## src/rtl/intc_pkg.sv

```systemverilog
package intc_pkg;
  localparam int ADR_ENABLE = 0;
  localparam int ADR_EXTCFG = 1;
  localparam int ADR_PEND   = 2;
  localparam int ADR_VECTOR = 3;
  localparam int ADR_LEVEL  = 4;
  localparam int ADR_FAST   = 5;
  localparam int ADR_PRIO   = 32;
  localparam int VALID_BIT  = 8;
  localparam int DEPTH_LSB  = 8;
endpackage

```

## src/rtl/intc_ext_detect.sv

```systemverilog
module intc_ext_detect #(
  parameter int N_EXT = 4
) (
  input  logic             clk,
  input  logic             rst_n,
  input  logic [N_EXT-1:0] pin_i,
  input  logic [N_EXT-1:0] edge_sel_i,
  input  logic [N_EXT-1:0] pol_i,
  input  logic [N_EXT-1:0] clr_i,
  output logic [N_EXT-1:0] req_o
);
  for (genvar j = 0; j < N_EXT; j++) begin : g_pin
    logic s1_q, s2_q, s3_q, sticky_q;
    logic lvl_act, edge_hit;

    always_ff @(posedge clk or negedge rst_n) begin
      if (!rst_n) begin
        s1_q <= 1'b0; s2_q <= 1'b0; s3_q <= 1'b0;
      end else begin
        s1_q <= pin_i[j]; s2_q <= s1_q; s3_q <= s2_q;
      end
    end

    always_comb begin
      lvl_act  = pol_i[j] ? s2_q : ~s2_q;
      edge_hit = edge_sel_i[j] & (pol_i[j] ? (s2_q & ~s3_q) : (~s2_q & s3_q));
    end

    always_ff @(posedge clk or negedge rst_n) begin
      if (!rst_n)        sticky_q <= 1'b0;
      else if (edge_hit) sticky_q <= 1'b1;
      else if (clr_i[j]) sticky_q <= 1'b0;
    end

    assign req_o[j] = edge_sel_i[j] ? sticky_q : lvl_act;

    // a captured edge persists until software clears it
    a_r8_sticky_holds: assert property (@(posedge clk) disable iff (!rst_n)
      sticky_q && !clr_i[j] |=> sticky_q);
  end
endmodule

```

## src/rtl/intc_prio_arb.sv

```systemverilog
module intc_prio_arb #(
  parameter int N_SRC = 23,
  parameter int LVL_W = 3,
  localparam int ID_W = $clog2(N_SRC)
) (
  input  logic [N_SRC-1:0]       req_i,
  input  logic [N_SRC*LVL_W-1:0] lvl_flat_i,
  input  logic [LVL_W-1:0]       cur_lvl_i,
  output logic                   valid_o,
  output logic [ID_W-1:0]        id_o,
  output logic [LVL_W-1:0]       lvl_o
);
  always_comb begin
    valid_o = 1'b0;
    id_o    = '0;
    lvl_o   = cur_lvl_i;
    for (int i = 0; i < N_SRC; i++) begin
      if (req_i[i] && (lvl_flat_i[i*LVL_W +: LVL_W] > lvl_o)) begin
        valid_o = 1'b1;
        id_o    = ID_W'(i);
        lvl_o   = lvl_flat_i[i*LVL_W +: LVL_W];
      end
    end
  end
endmodule

```

## src/rtl/intc_lvl_stack.sv

```systemverilog
module intc_lvl_stack #(
  parameter int DEPTH = 8,
  parameter int LVL_W = 3,
  localparam int SP_W  = $clog2(DEPTH + 1),
  localparam int IDX_W = $clog2(DEPTH)
) (
  input  logic             clk,
  input  logic             rst_n,
  input  logic             push_i,
  input  logic [LVL_W-1:0] push_lvl_i,
  input  logic             pop_i,
  output logic [LVL_W-1:0] cur_o,
  output logic [SP_W-1:0]  depth_o
);
  logic [LVL_W-1:0] mem_q [DEPTH];
  logic [LVL_W-1:0] cur_q;
  logic [SP_W-1:0]  sp_q;
  logic [IDX_W-1:0] wr_idx, rd_idx;

  assign wr_idx = sp_q[IDX_W-1:0];
  assign rd_idx = wr_idx - IDX_W'(1);

  always_ff @(posedge clk or negedge rst_n) begin
    if (!rst_n) begin
      cur_q <= '0;
      sp_q  <= '0;
    end else if (push_i && sp_q < SP_W'(DEPTH)) begin
      cur_q <= push_lvl_i;
      sp_q  <= sp_q + SP_W'(1);
    end else if (pop_i && sp_q != '0) begin
      cur_q <= mem_q[rd_idx];
      sp_q  <= sp_q - SP_W'(1);
    end
  end

  always_ff @(posedge clk) begin
    if (push_i && sp_q < SP_W'(DEPTH)) mem_q[wr_idx] <= cur_q;
  end

  assign cur_o   = cur_q;
  assign depth_o = sp_q;

  // depth never exceeds the stack size
  a_r6_depth_bound: assert property (@(posedge clk) disable iff (!rst_n)
    sp_q <= SP_W'(DEPTH));
  // end-of-service on an empty stack leaves level 0
  a_r6_pop_empty: assert property (@(posedge clk) disable iff (!rst_n)
    pop_i && !push_i && sp_q == '0 |=> sp_q == '0 && cur_q == '0);
endmodule

```

## src/rtl/prio_nest_intc.sv

```systemverilog
module prio_nest_intc
  import intc_pkg::*;
#(
  parameter int N_INT   = 19,
  parameter int N_EXT   = 4,
  parameter int LVL_W   = 3,
  parameter int STACK_D = 8,
  parameter int ADDR_W  = 6,
  parameter int DATA_W  = 32
) (
  input  logic              clk,
  input  logic              rst_n,
  input  logic [N_INT-1:0]  irq_src_i,
  input  logic [N_EXT-1:0]  ext_pin_i,
  input  logic              fiq_pin_n_i,
  input  logic              reg_we_i,
  input  logic [ADDR_W-1:0] reg_addr_i,
  input  logic [DATA_W-1:0] reg_wdata_i,
  output logic [DATA_W-1:0] reg_rdata_o,
  output logic              nirq_o,
  output logic              nfiq_o,
  output logic              wake_o
);
  localparam int N_SRC = N_INT + N_EXT;
  localparam int ID_W  = $clog2(N_SRC);
  localparam int SP_W  = $clog2(STACK_D + 1);

  logic [N_SRC-1:0]       en_q;
  logic [N_EXT-1:0]       edge_q, pol_q;
  logic [LVL_W-1:0]       prio_q [N_SRC];
  logic [N_SRC*LVL_W-1:0] prio_flat;
  logic [N_EXT-1:0]       ext_req, ext_clr;
  logic [N_SRC-1:0]       src_req;
  logic                   win_valid;
  logic [ID_W-1:0]        win_id;
  logic [LVL_W-1:0]       win_lvl, cur_lvl;
  logic [SP_W-1:0]        depth;
  logic                   ack, eos;
  logic                   fs1_q, fs2_q, fs3_q, fiq_pend_q, fiq_en_q;

  function automatic logic hit(input int a);
    return reg_we_i && (reg_addr_i == ADDR_W'(a));
  endfunction

  assign ack     = hit(ADR_VECTOR);
  assign eos     = hit(ADR_LEVEL);
  assign ext_clr = hit(ADR_PEND) ? reg_wdata_i[N_INT +: N_EXT] : '0;

  always_ff @(posedge clk or negedge rst_n) begin
    if (!rst_n) begin
      en_q   <= '0;
      edge_q <= '0;
      pol_q  <= '1;
    end else begin
      if (hit(ADR_ENABLE)) en_q <= reg_wdata_i[N_SRC-1:0];
      if (hit(ADR_EXTCFG)) begin
        edge_q <= reg_wdata_i[N_EXT-1:0];
        pol_q  <= reg_wdata_i[2*N_EXT-1:N_EXT];
      end
    end
  end

  for (genvar i = 0; i < N_SRC; i++) begin : g_prio
    always_ff @(posedge clk or negedge rst_n) begin
      if (!rst_n)                prio_q[i] <= '0;
      else if (hit(ADR_PRIO + i)) prio_q[i] <= reg_wdata_i[LVL_W-1:0];
    end
    assign prio_flat[i*LVL_W +: LVL_W] = prio_q[i];
  end

  intc_ext_detect #(.N_EXT(N_EXT)) u_ext (
    .clk(clk), .rst_n(rst_n), .pin_i(ext_pin_i), .edge_sel_i(edge_q),
    .pol_i(pol_q), .clr_i(ext_clr), .req_o(ext_req)
  );

  assign src_req = {ext_req, irq_src_i};

  intc_prio_arb #(.N_SRC(N_SRC), .LVL_W(LVL_W)) u_arb (
    .req_i(src_req & en_q), .lvl_flat_i(prio_flat), .cur_lvl_i(cur_lvl),
    .valid_o(win_valid), .id_o(win_id), .lvl_o(win_lvl)
  );

  intc_lvl_stack #(.DEPTH(STACK_D), .LVL_W(LVL_W)) u_stack (
    .clk(clk), .rst_n(rst_n), .push_i(ack && win_valid), .push_lvl_i(win_lvl),
    .pop_i(eos), .cur_o(cur_lvl), .depth_o(depth)
  );

  // fast path: synchronizer idles high so reset gives no false fall
  always_ff @(posedge clk or negedge rst_n) begin
    if (!rst_n) begin
      fs1_q <= 1'b1; fs2_q <= 1'b1; fs3_q <= 1'b1;
      fiq_pend_q <= 1'b0; fiq_en_q <= 1'b0;
    end else begin
      fs1_q <= fiq_pin_n_i; fs2_q <= fs1_q; fs3_q <= fs2_q;
      if (!fs2_q && fs3_q)                          fiq_pend_q <= 1'b1;
      else if (hit(ADR_FAST) && reg_wdata_i[1])     fiq_pend_q <= 1'b0;
      if (hit(ADR_FAST))                            fiq_en_q   <= reg_wdata_i[0];
    end
  end

  assign nirq_o = ~win_valid;
  assign nfiq_o = ~(fiq_pend_q & fiq_en_q);
  assign wake_o = |(ext_req & en_q[N_INT +: N_EXT]);

  always_comb begin
    reg_rdata_o = '0;
    case (reg_addr_i)
      ADDR_W'(ADR_ENABLE): reg_rdata_o[N_SRC-1:0] = en_q;
      ADDR_W'(ADR_EXTCFG): reg_rdata_o[2*N_EXT-1:0] = {pol_q, edge_q};
      ADDR_W'(ADR_PEND):   reg_rdata_o[N_SRC-1:0] = src_req;
      ADDR_W'(ADR_VECTOR): begin
        reg_rdata_o[ID_W-1:0]  = win_id;
        reg_rdata_o[VALID_BIT] = win_valid;
      end
      ADDR_W'(ADR_LEVEL): begin
        reg_rdata_o[LVL_W-1:0]           = cur_lvl;
        reg_rdata_o[DEPTH_LSB +: SP_W]   = depth;
      end
      ADDR_W'(ADR_FAST):   reg_rdata_o[1:0] = {fiq_pend_q, fiq_en_q};
      default: begin
        for (int i = 0; i < N_SRC; i++)
          if (reg_addr_i == ADDR_W'(ADR_PRIO + i)) reg_rdata_o[LVL_W-1:0] = prio_q[i];
      end
    endcase
  end

  // a request reaches the processor only above the level in service
  a_r5_above_level: assert property (@(posedge clk) disable iff (!rst_n)
    !nirq_o |-> prio_q[win_id] > cur_lvl);
  // a priority-0 source never wins
  a_r3_no_zero_winner: assert property (@(posedge clk) disable iff (!rst_n)
    !nirq_o |-> prio_q[win_id] != '0);
  // the winner is always an enabled source
  a_r2_winner_enabled: assert property (@(posedge clk) disable iff (!rst_n)
    !nirq_o |-> en_q[win_id]);
  // an accepted acknowledge strictly raises the current level
  a_r6_nest_rises: assert property (@(posedge clk) disable iff (!rst_n)
    ack && win_valid && depth < SP_W'(STACK_D) |=> cur_lvl > $past(cur_lvl));
  // the fast line needs its enable
  a_r9_fast_enabled: assert property (@(posedge clk) disable iff (!rst_n)
    !nfiq_o |-> fiq_en_q);
endmodule

```

## config.mk

```make
export PLATFORM = sky130hd
export DESIGN_NAME = prio_nest_intc
export DESIGN_NICKNAME = d
export VERILOG_FILES = /design/src/rtl/intc_pkg.sv /design/src/rtl/intc_ext_detect.sv /design/src/rtl/intc_prio_arb.sv /design/src/rtl/intc_lvl_stack.sv /design/src/rtl/prio_nest_intc.sv
export SDC_FILE = /design/constraint.sdc
export NUM_CORES = 1
export LEC_CHECK = 0
export BUFFER_PORTS_ARGS = -buffer_cell sky130_fd_sc_hd__buf_4
export CORE_MARGIN = 1
export CORE_UTILIZATION = 50
export DETAILED_ROUTE_END_ITERATION = 7
export MAX_ROUTING_LAYER = met4
export PLACE_DENSITY = 0.69
export SLEW_MARGIN = 0
export SYNTH_ARGS = -nofsm -noshare
export SYNTH_HDL_FRONTEND = slang
export SYNTH_SLANG_ARGS = --single-unit
```

## constraint.sdc

```tcl
create_clock -name clk -period 101.1 [get_ports clk]
set_input_delay 15.165 -clock clk [delete_from_list [all_inputs] [get_ports clk]]
set_output_delay 15.165 -clock clk [all_outputs]
set_load 0.02 [all_outputs]
```

# Word level (Yosys, flattened, before mapping)
# Memories as Yosys holds them, arrays and structs flattened.
# Index checks and enable logic that the tools add are counted.
# word_totals
ff_bits	128
latchBits	0
mem_bits_rw	24
rom_bits	0
input_bits	65
elab_cells	324
n_memories	1
# classes
n_addsub	3
n_mul	0
div_mod_pow	0
magnitude_cmp	24
n_eq_ne	28
n_shift	0
n_mux	127
n_bitwise	25
reduce_logical	67
# mem_list
name	words	word_bits	read_ports	rd_clocked_by_memory_dff	wr	line	source
u_stack.mem_q	8	3	1	0	1	intc_lvl_stack.sv:15	logic [LVL_W-1:0] mem_q [DEPTH];
# op_table
operator	count
3-bit two-way mux	52
6-bit equality test (second input constant)	23
3-bit greater-than comparator	23
1-bit logical AND	57
1-bit two-way mux	48
4-bit two-way mux	11
5-bit two-way mux	7
23-bit bitwise AND	1
11-bit one-hot mux with 2 select lines	1
3-bit one-hot mux with 3 select lines	2
1-bit bitwise AND	13
6-bit by 2-bit equality test with 1-bit output (second input constant)	2
6-bit by 3-bit equality test with 1-bit output (second input constant)	2
2-bit one-hot mux with 6 select lines	1
2-bit nonzero test	6
1-bit NOT	10
2-bit one-hot mux with 4 select lines	1
6-bit by 1-bit equality test with 1-bit output (second input constant)	1
6-bit logical NOT	1
1-bit one-hot mux with 6 select lines	1
4-bit by 1-bit adder with 4-bit output (second input constant)	1
4-bit bitwise AND	1
4-bit less-than comparator (second input constant)	1
2-bit two-way mux	2
6 further kinds	6

# Longest topological paths before layout
# Gate-level depths: netlist of run 1.
# depth
word_depth	76
depth_mapped	192
mapped_depth_nobuf	191

# Hierarchy
# A second synthesis of run 1 with hierarchy kept.
# hier_totals
hier_cells	1203
area_unflattened_um2	11389.7
# by_module_without_submodules
mod	n_inst	cells_each	area_each_um2	seq_area_each_um2
prio_nest_intc	1	526	5863.1	2636.3
intc_prio_arb	1	538	3454.6	0.0
intc_lvl_stack	1	95	1476.4	895.9
intc_ext_detect	1	44	595.6	400.4

# Worst setup path after synthesis of run 1
# OpenSTA, ideal clock, no wires.
# synth_timing
kind	input-to-output
start	in irq_src_i[0]
end	out reg_rdata_o[8]
arrival_time_ns	47.217
setup_slack_ns	38.718
stages	173
n_path_buf	1
cell_sequence	o311a_1 -> buf_2 -> nand2_1 -> o21ai_0 -> ha_1 -> or3b_2 -> nand2_1 -> nor3_1 -> a311oi_1 -> maj3_1 -> nor3b_1 -> nor2_1 -> ha_1 -> or2_2 -> or2_2 -> a221o_1 -> a21oi_1 -> o21bai_1 -> (+137 left out) -> mux2i_1 -> a21oi_1 -> inv_1 -> ha_1 -> nand2_1 -> o21ai_0 -> maj3_1 -> nor2_1 -> and2_1 -> a21oi_1 -> ha_1 -> a21o_1 -> a21oi_1 -> a311oi_1 -> nor2_1 -> nand3_1 -> inv_1 -> o21ai_0
# synth_via
elab_chain_len	70
# synth_lines
item	line	source
start, declared	prio_nest_intc.sv:13	input logic [N_INT-1:0] irq_src_i,
23-bit bitwise AND (*)	prio_nest_intc.sv:79	.req_i(src_req & en_q), .lvl_flat_i(prio_flat), .cur_lvl_i(cur_lvl),
1-bit logical AND (*)	intc_prio_arb.sv:18	if (req_i[i] && (lvl_flat_i[i*LVL_W +: LVL_W] > lvl_o)) begin
3-bit two-way mux	intc_prio_arb.sv:18	
3-bit greater-than comparator	intc_prio_arb.sv:18	
1-bit logical AND	intc_prio_arb.sv:18	
3-bit two-way mux	intc_prio_arb.sv:18	
3-bit greater-than comparator	intc_prio_arb.sv:18	
1-bit logical AND	intc_prio_arb.sv:18	
(+54 left out)	-	
3-bit two-way mux	intc_prio_arb.sv:18	
3-bit greater-than comparator	intc_prio_arb.sv:18	
1-bit logical AND	intc_prio_arb.sv:18	
3-bit two-way mux	intc_prio_arb.sv:18	
3-bit greater-than comparator	intc_prio_arb.sv:18	
1-bit logical AND	intc_prio_arb.sv:18	
1-bit two-way mux (*)	intc_prio_arb.sv:18	
1-bit one-hot mux with 4 select lines (*)	prio_nest_intc.sv:107	case (reg_addr_i)
end, declared	prio_nest_intc.sv:19	output logic [DATA_W-1:0] reg_rdata_o,
# Mark *: on every way between the ends. The rest lies on a longest branch, timed or not.

# Worst setup path in the final report of run 1
# Same ends and word-level chain as after synthesis.

==> results of run 1 <==
-- path summary, 6_finish.rpt --
check | endpoint | slack [ps] | depth (start not counted)
setup / recovery | reg_rdata_o[8] | 33490 | 176
hold / removal | u_ext.g_pin[0].s2_q$_DFF_PN0_ | 350 | 0
setup reg to reg | u_stack.depth_o[3]$_DFFE_PN0P_ | 61600 | 182
hold reg to reg | u_ext.g_pin[0].s2_q$_DFF_PN0_ | 350 | 0
max in group asynchronous | prio_flat[7]$_DFFE_PN0P_ | 85170 | 2
min in group asynchronous | en_q[2]$_DFFE_PN0P_ | 14770 | 1
-- power by group --
group | switching (uW) | internal, uW
registers | 10.8 | 69.7
clock network | 31.6 | 33.5
logic | 33.7 | 26.1
-- cells in the final DEF, fill, tap and decap left out, types with 7 or more instances in the layout --
| cell | instances |
|---|---|
| a22oi_1 | 8 |
| ha_1 | 31 |
| o21ai_0 | 69 |
| nor2b_1 | 11 |
| a22o_1 | 16 |
| nor2_1 | 116 |
| dfstp_2 | 7 |
| mux4_2 | 11 |
| dfrtp_1 | 121 |
| a21o_1 | 9 |
| buf_4 | 84 |
| inv_1 | 55 |
| edfxtp_1 | 24 |
| a211oi_1 | 10 |
| a31oi_1 | 22 |
| nand2b_1 | 9 |
| conb_1 | 9 |
| nand3_1 | 46 |
| mux2_2 | 87 |
| nand2_1 | 135 |
| a21oi_1 | 58 |
| clkbuf_16 | 17 |
| maj3_1 | 18 |
| and2_1 | 21 |
| o22ai_1 | 9 |
| nand4_1 | 8 |
| o211ai_1 | 9 |
| nor4_1 | 8 |
| nor3_1 | 25 |
| and3_1 | 17 |
| mux2i_1 | 15 |
-- area by class of cell --
cell class              count  area share
clock buffers              17      0.0345
clock inverters            15      0.0149
inverters                  56      0.0170
multi-input cells         948       0.535
flip-flops and latches    152       0.319
well taps                 275      0.0279
repair buffers             85      0.0520
-- sequential cells by signal (all words and copies together), names as in the netlist --
name	flops
fs2_q	1
prio_flat	69
edge_q	4
u_stack.depth_o	4
u_stack.cur_o	3
pol_q	4
u_ext.g_pin.s2_q	4
u_ext.g_pin.s3_q	4
fs1_q	1
en_q	23
fiq_pend_q	1
fiq_en_q	1
u_ext.g_pin.s1_q	4
u_ext.g_pin.sticky_q	4
fs3_q	1
u_stack.mem_q	24
-- kinds of logic after synthesis --
group,share of synthesized area
AOI/OAI and AO/OA,0.217
xor gates and xnor gates,0.00562
adders and majority gates,0.0539
buffers and inverters,0.0381
DFF,0.360
muxes,0.128
other,0.000344
and+or+nand+nor,0.196
-- cell usage after synthesis, types with 5 or more instances --
library cell,count
o21ai_0,69
nand2_1,135
a22o_1,16
maj3_1,18
nand3_1,46
nor3b_1,6
or2_2,6
or3_1,6
o21ai_1,5
nor4_1,8
a211o_1,5
o21a_1,6
mux4_2,11
nor2_1,116
and4_1,5
o22ai_1,9
a31oi_1,22
and2_1,21
o2111ai_1,6
xor2_1,6
clkbuf_1,30
mux2i_1,15
buf_4,9
o211ai_1,9
dfstp_2,7
edfxtp_1,24
o31ai_1,6
o211a_1,5
mux2_2,87
a22oi_1,8
a21oi_1,58
inv_1,55
ha_1,31
nor2b_1,11
a21boi_0,6
nand2b_1,9
a211oi_1,10
and3_1,17
o221ai_1,6
nand4_1,8
a32oi_1,5
dfrtp_1,121
a21o_1,9
nor3_1,26
-- metrics by stage --
step,area (um^2),power (uW),cells,utilization
6_report,12300,205,1548,0.582
3_3_place_gp,11700,138,1516,0.553
4_1_cts,12300,205,1548,0.582
3_5_place_dp,11700,140,1516,0.553
5_1_grt,12300,216,1548,0.582
2_1_floorplan,10900,122,1201,-
-- worst register-to-register path, delay by kind of cell (launching register included) --
kind	cells	cell delay [ps]
compound gates	66	15760
fa+ha+maj	35	10480
buf+inv	6	670
flops	1	630
mux	3	1030
simple gates	72	10850
-- per-layer routing --
layer | part of all wire | vias to the layer above | global-route usage
met1 | 0.44 | 4764 | 0.413
met5 | 0 | - | -
met3 | 0.066 | 51 | 0.0436
met4 | 0.019 | 0 | 0.0869
li1 | - | 4595 | -
met2 | 0.47 | 393 | 0.489
==> reports/qor.csv, run 1 <==
metric,value,unit
drtIter0Drc,962,
clk_pin_slew,70,ps
finalSetupViolations,0,
netlist_area,10900,um^2
synthToLayoutAreaGrowth,13.1,%
track_usage,0.309,
required,85940,ps
cts_resized,0,
final_max_slew_viol_count,0,
die_x,150,um
grt_max_degree,81,
rsz0062_at_grt,no,
pre_cts_slack,34260,ps
yosys.area.top_type,dfrtp_1,
dp_hpwl,24100,um
grt_antenna_before_repair,0,
vias,9803,
cts_setup_buffers,0,
arrival,52440,ps
hold_ws,349,ps
crit_path_frequent_cell,nor2_1,
antennaDiodeCount,0,
cts.sinks,152,
multi_input_area,6610,um^2
route.detailed.drc,0,
dieArea,22400,um^2
synth_seq_cells,152,
finalCriticalPeriod,67610,ps
final-hold-violation-count,0,
power_density,16.6,nW/um^2
synth_top_area_frac,0.277,
setup_tns,0,ps
die_h,150,um
critPathKind,in2out,
tightest_slew,1020,ps
grt_pass1_wl,51000,um
rows,53,
ir_drop,0.0000110,V
status,completed,
overflow,0,
syn_inst,1193,
cts_buffers,17,
filler_cell_count,1868,
postSynth.asyncResetShare,0.842,
setup.worst_path.start_class,input port,
end_kind,output pin,
drt_pass1_iterations,7,
slowest_stage,a311oi_1,
ctsHoldBuffers,0,
ff_latch_area,3930,um^2
vias_per_cell,6.33,
cp_num_buf_inv,7,
ys_seq_area_frac,0.360,
ios,100,
drive_above_1_share,0.212,
synth_cell_type_count,103,
fmax,0.0148,GHz
cts-root-buf,clkbuf_16,
synth_flop_cell,dfrtp_1,
fin_ws,33490,ps
period_share,0.669,
io_buffer_count,81,
maxSlewHeadroom,0.316,
grt_pass1_vias,9173,
critPathMaxStageDelay,780,ps
avgSynthCellArea,9.15,um^2
core,21200,um^2
clock_latency,440,ps
reg2reg_from,u_stack.cur_o[2]$_DFFE_PN0P_,
nNetsFinal,1357,
wl_per_cell,21.0,um
startpoint,irq_src_i[0],
cp_top_family,compound AO/OA/AOI/OAI gates,
hold_start,u_ext.g_pin[0].s1_q$_DFF_PN0_,
hp-class,reg2reg,
wirelength,32500,um
clk_path_buf_depth,2,
synth_edf_count,24,
critPathMaxFanout,9,
synth_area_leaders,"dfrtp_1, mux2_2, edfxtp_1",
antenna_left,0,
h-tree-depth,4,
cts_tree,done,
initial_core_util,0.514,
cap_violations,0,
finClkSkew,8.71,ps
leakage,0.00531,uW
ys_warn_count,0,
place.gp.congestion,0.911,
Power figures use the tool's default switching activity.
==> run 2, diff against run 1 <==
==> constraint.sdc (replaced) <==
create_clock -name clk -period 70.9 [get_ports clk]
set_input_delay 10.635 -clock clk [delete_from_list [all_inputs] [get_ports clk]]
set_output_delay 10.635 -clock clk [all_outputs]
set_load 0.02 [all_outputs]
==> reports/qor.csv, run 2 (synthesis results as in run 1) <==
metric,value,unit,change
slowest_stage,a311oi_1,,
seqPwrFrac,0.379,,-0.013
finalCriticalPeriod,58600,ps,
maxSlewHeadroom,0.317,,+0.00149
antenna_left,0,,unchanged
cts_setup_buffers,0,,unchanged
dp_hpwl,24100,um,about the same
antennaDiodeCount,0,,unchanged
hold_depth,0,,unchanged
tightest_slew,1020,ps,-2.21 ps
rows,53,,unchanged
leakage,0.00535,uW,+0.61%
largest_reg_flops,69,,unchanged
p_clk_frac,0.339,,+0.022
die_x,150,um,unchanged
die_h,150,um,unchanged
clk_pin_slew,70,ps,about the same
p_comb_frac,0.282,,-0.009
track_usage,0.312,,+0.00364
hold_ws,349,ps,-0.413 ps
place.gp.congestion,0.911,,about the same
cts.sinks,152,,unchanged
finClkSkew,11.3,ps,+2.57 ps
grt_max_degree,81,,unchanged
nNetsFinal,1357,,unchanged
drt_pass1_iterations,5,,-2
cts_buffers,17,,unchanged
setup_tns,0,ps,unchanged
wirelength,32900,um,+1.2%
cts_tree,done,,
io_buffer_count,81,,unchanged
ios,100,,unchanged
synthToLayoutAreaGrowth,13.5,%,
arrival,47970,ps,-4470 ps
fmax,0.0171,GHz,
grt_pass1_wl,51500,um,+1.1%
hp-class,reg2reg,,
status,completed,,
final_max_slew_viol_count,0,,unchanged
power.switching,106,uW,+40%
drive_above_1_share,0.212,,unchanged
intPower,197,uW,+53%
vias_per_cell,6.33,,about the same
period_share,0.827,,
filler_cell_count,1902,,+1.8%
clk_path_buf_depth,2,,unchanged
route.detailed.drc,0,,unchanged
vias,9795,,-0.082%
initial_core_util,0.514,,unchanged
ir_drop,0.0000163,V,+49%
end_kind,output pin,,
setup.worst_path.start_class,input port,,
drtIter0Drc,845,,-12%
final-hold-violation-count,0,,unchanged
ctsHoldBuffers,0,,unchanged
mostFrequentLayoutCells,"nand2_1, dfrtp_1, nor2_1",,
cts_resized,0,,unchanged
crit_path_frequent_cell,nor2_1,,
rsz0062_at_grt,no,,
p_sw_frac,0.350,,-0.0204
wl_per_cell,21.3,um,+1.2%
critPathMaxFanout,9,,unchanged
grt_pass1_vias,9256,,+0.90%
core,21200,um^2,unchanged
critPathMaxStageDelay,780,ps,about the same
layout_commonest_cell,nand2_1,,
cap_violations,0,,unchanged
finalSetupViolations,0,,unchanged
power_density,24.5,nW/um^2,+47%
clock_latency,440,ps,about the same
grt_antenna_before_repair,0,,unchanged
reg2reg_depth,181,,-0.55%
h-tree-depth,4,,unchanged
dieArea,22400,um^2,unchanged
critPathKind,in2out,,
overflow,0,,unchanged
cts-root-buf,clkbuf_16,,
required,60270,ps,"-25,670 ps"
run 2: worst paths after layout:
check                                         startpoint  slack [ps]                        endpoint
max                                         irq_src_i[0]       12300                  reg_rdata_o[8]
min                        u_ext.g_pin[2].s1_q$_DFF_PN0_         350   u_ext.g_pin[2].s2_q$_DFF_PN0_
max reg2reg                 u_stack.cur_o[2]$_DFFE_PN0P_       31320  u_stack.depth_o[3]$_DFFE_PN0P_
min reg2reg                u_ext.g_pin[2].s1_q$_DFF_PN0_         350   u_ext.g_pin[2].s2_q$_DFF_PN0_
max in group asynchronous                          rst_n       59470           edge_q[1]$_DFFE_PN0P_
min in group asynchronous                          rst_n       10250             en_q[5]$_DFFE_PN0P_
run 2: worst max-delay path, delay by kind of cell:
kind,cells,cell delay [ps]
multiplexers,3,1020
AND/OR/NAND/NOR,70,10860
adder cells (fa/ha/maj),33,9850
buffers and inverters,7,720
AO/OA/AOI/OAI,62,14830
run 2: stage by stage:
stage	power (uW)	util	setup slack, ps	std cells	instance area [um^2]
after global routing	319	0.584	9620	1548	12400
final	304	0.584	12300	1548	12400
after floorplan	173	-	17580	1201	10900
after global placement	197	0.553	13550	1516	11700
after CTS	303	0.584	12820	1548	12400
after detailed placement	200	0.553	13050	1516	11700
run 2: area by class of cell:
cell class | count | area (um^2) | share of cell area
inverters | 56 | 210 | 0.0170
clock inverters | 15 | 226 | 0.0183
clock buffers | 17 | 425 | 0.0343
repair buffers | 85 | 642 | 0.0518
flip-flops and latches | 152 | 3930 | 0.317
multi-input cells | 948 | 6610 | 0.533
well taps | 275 | 344 | 0.0278
run 2: per-layer routing:
layer  GRT usage  routed length (um)
met5           -                   0
met4       0.113                 893
met3      0.0436                2110
met2       0.482               15300
met1       0.419               14600
run 2: power by group through the flow:
stage	logic, uW	registers (uW)	clock network, uW
2_1_floorplan	64.2	109	0
3_3_place_gp	81.6	116	0
3_5_place_dp	84.1	116	0
4_1_cts	85.0	114	104
5_1_grt	94.7	116	108
6_report	85.6	115	103
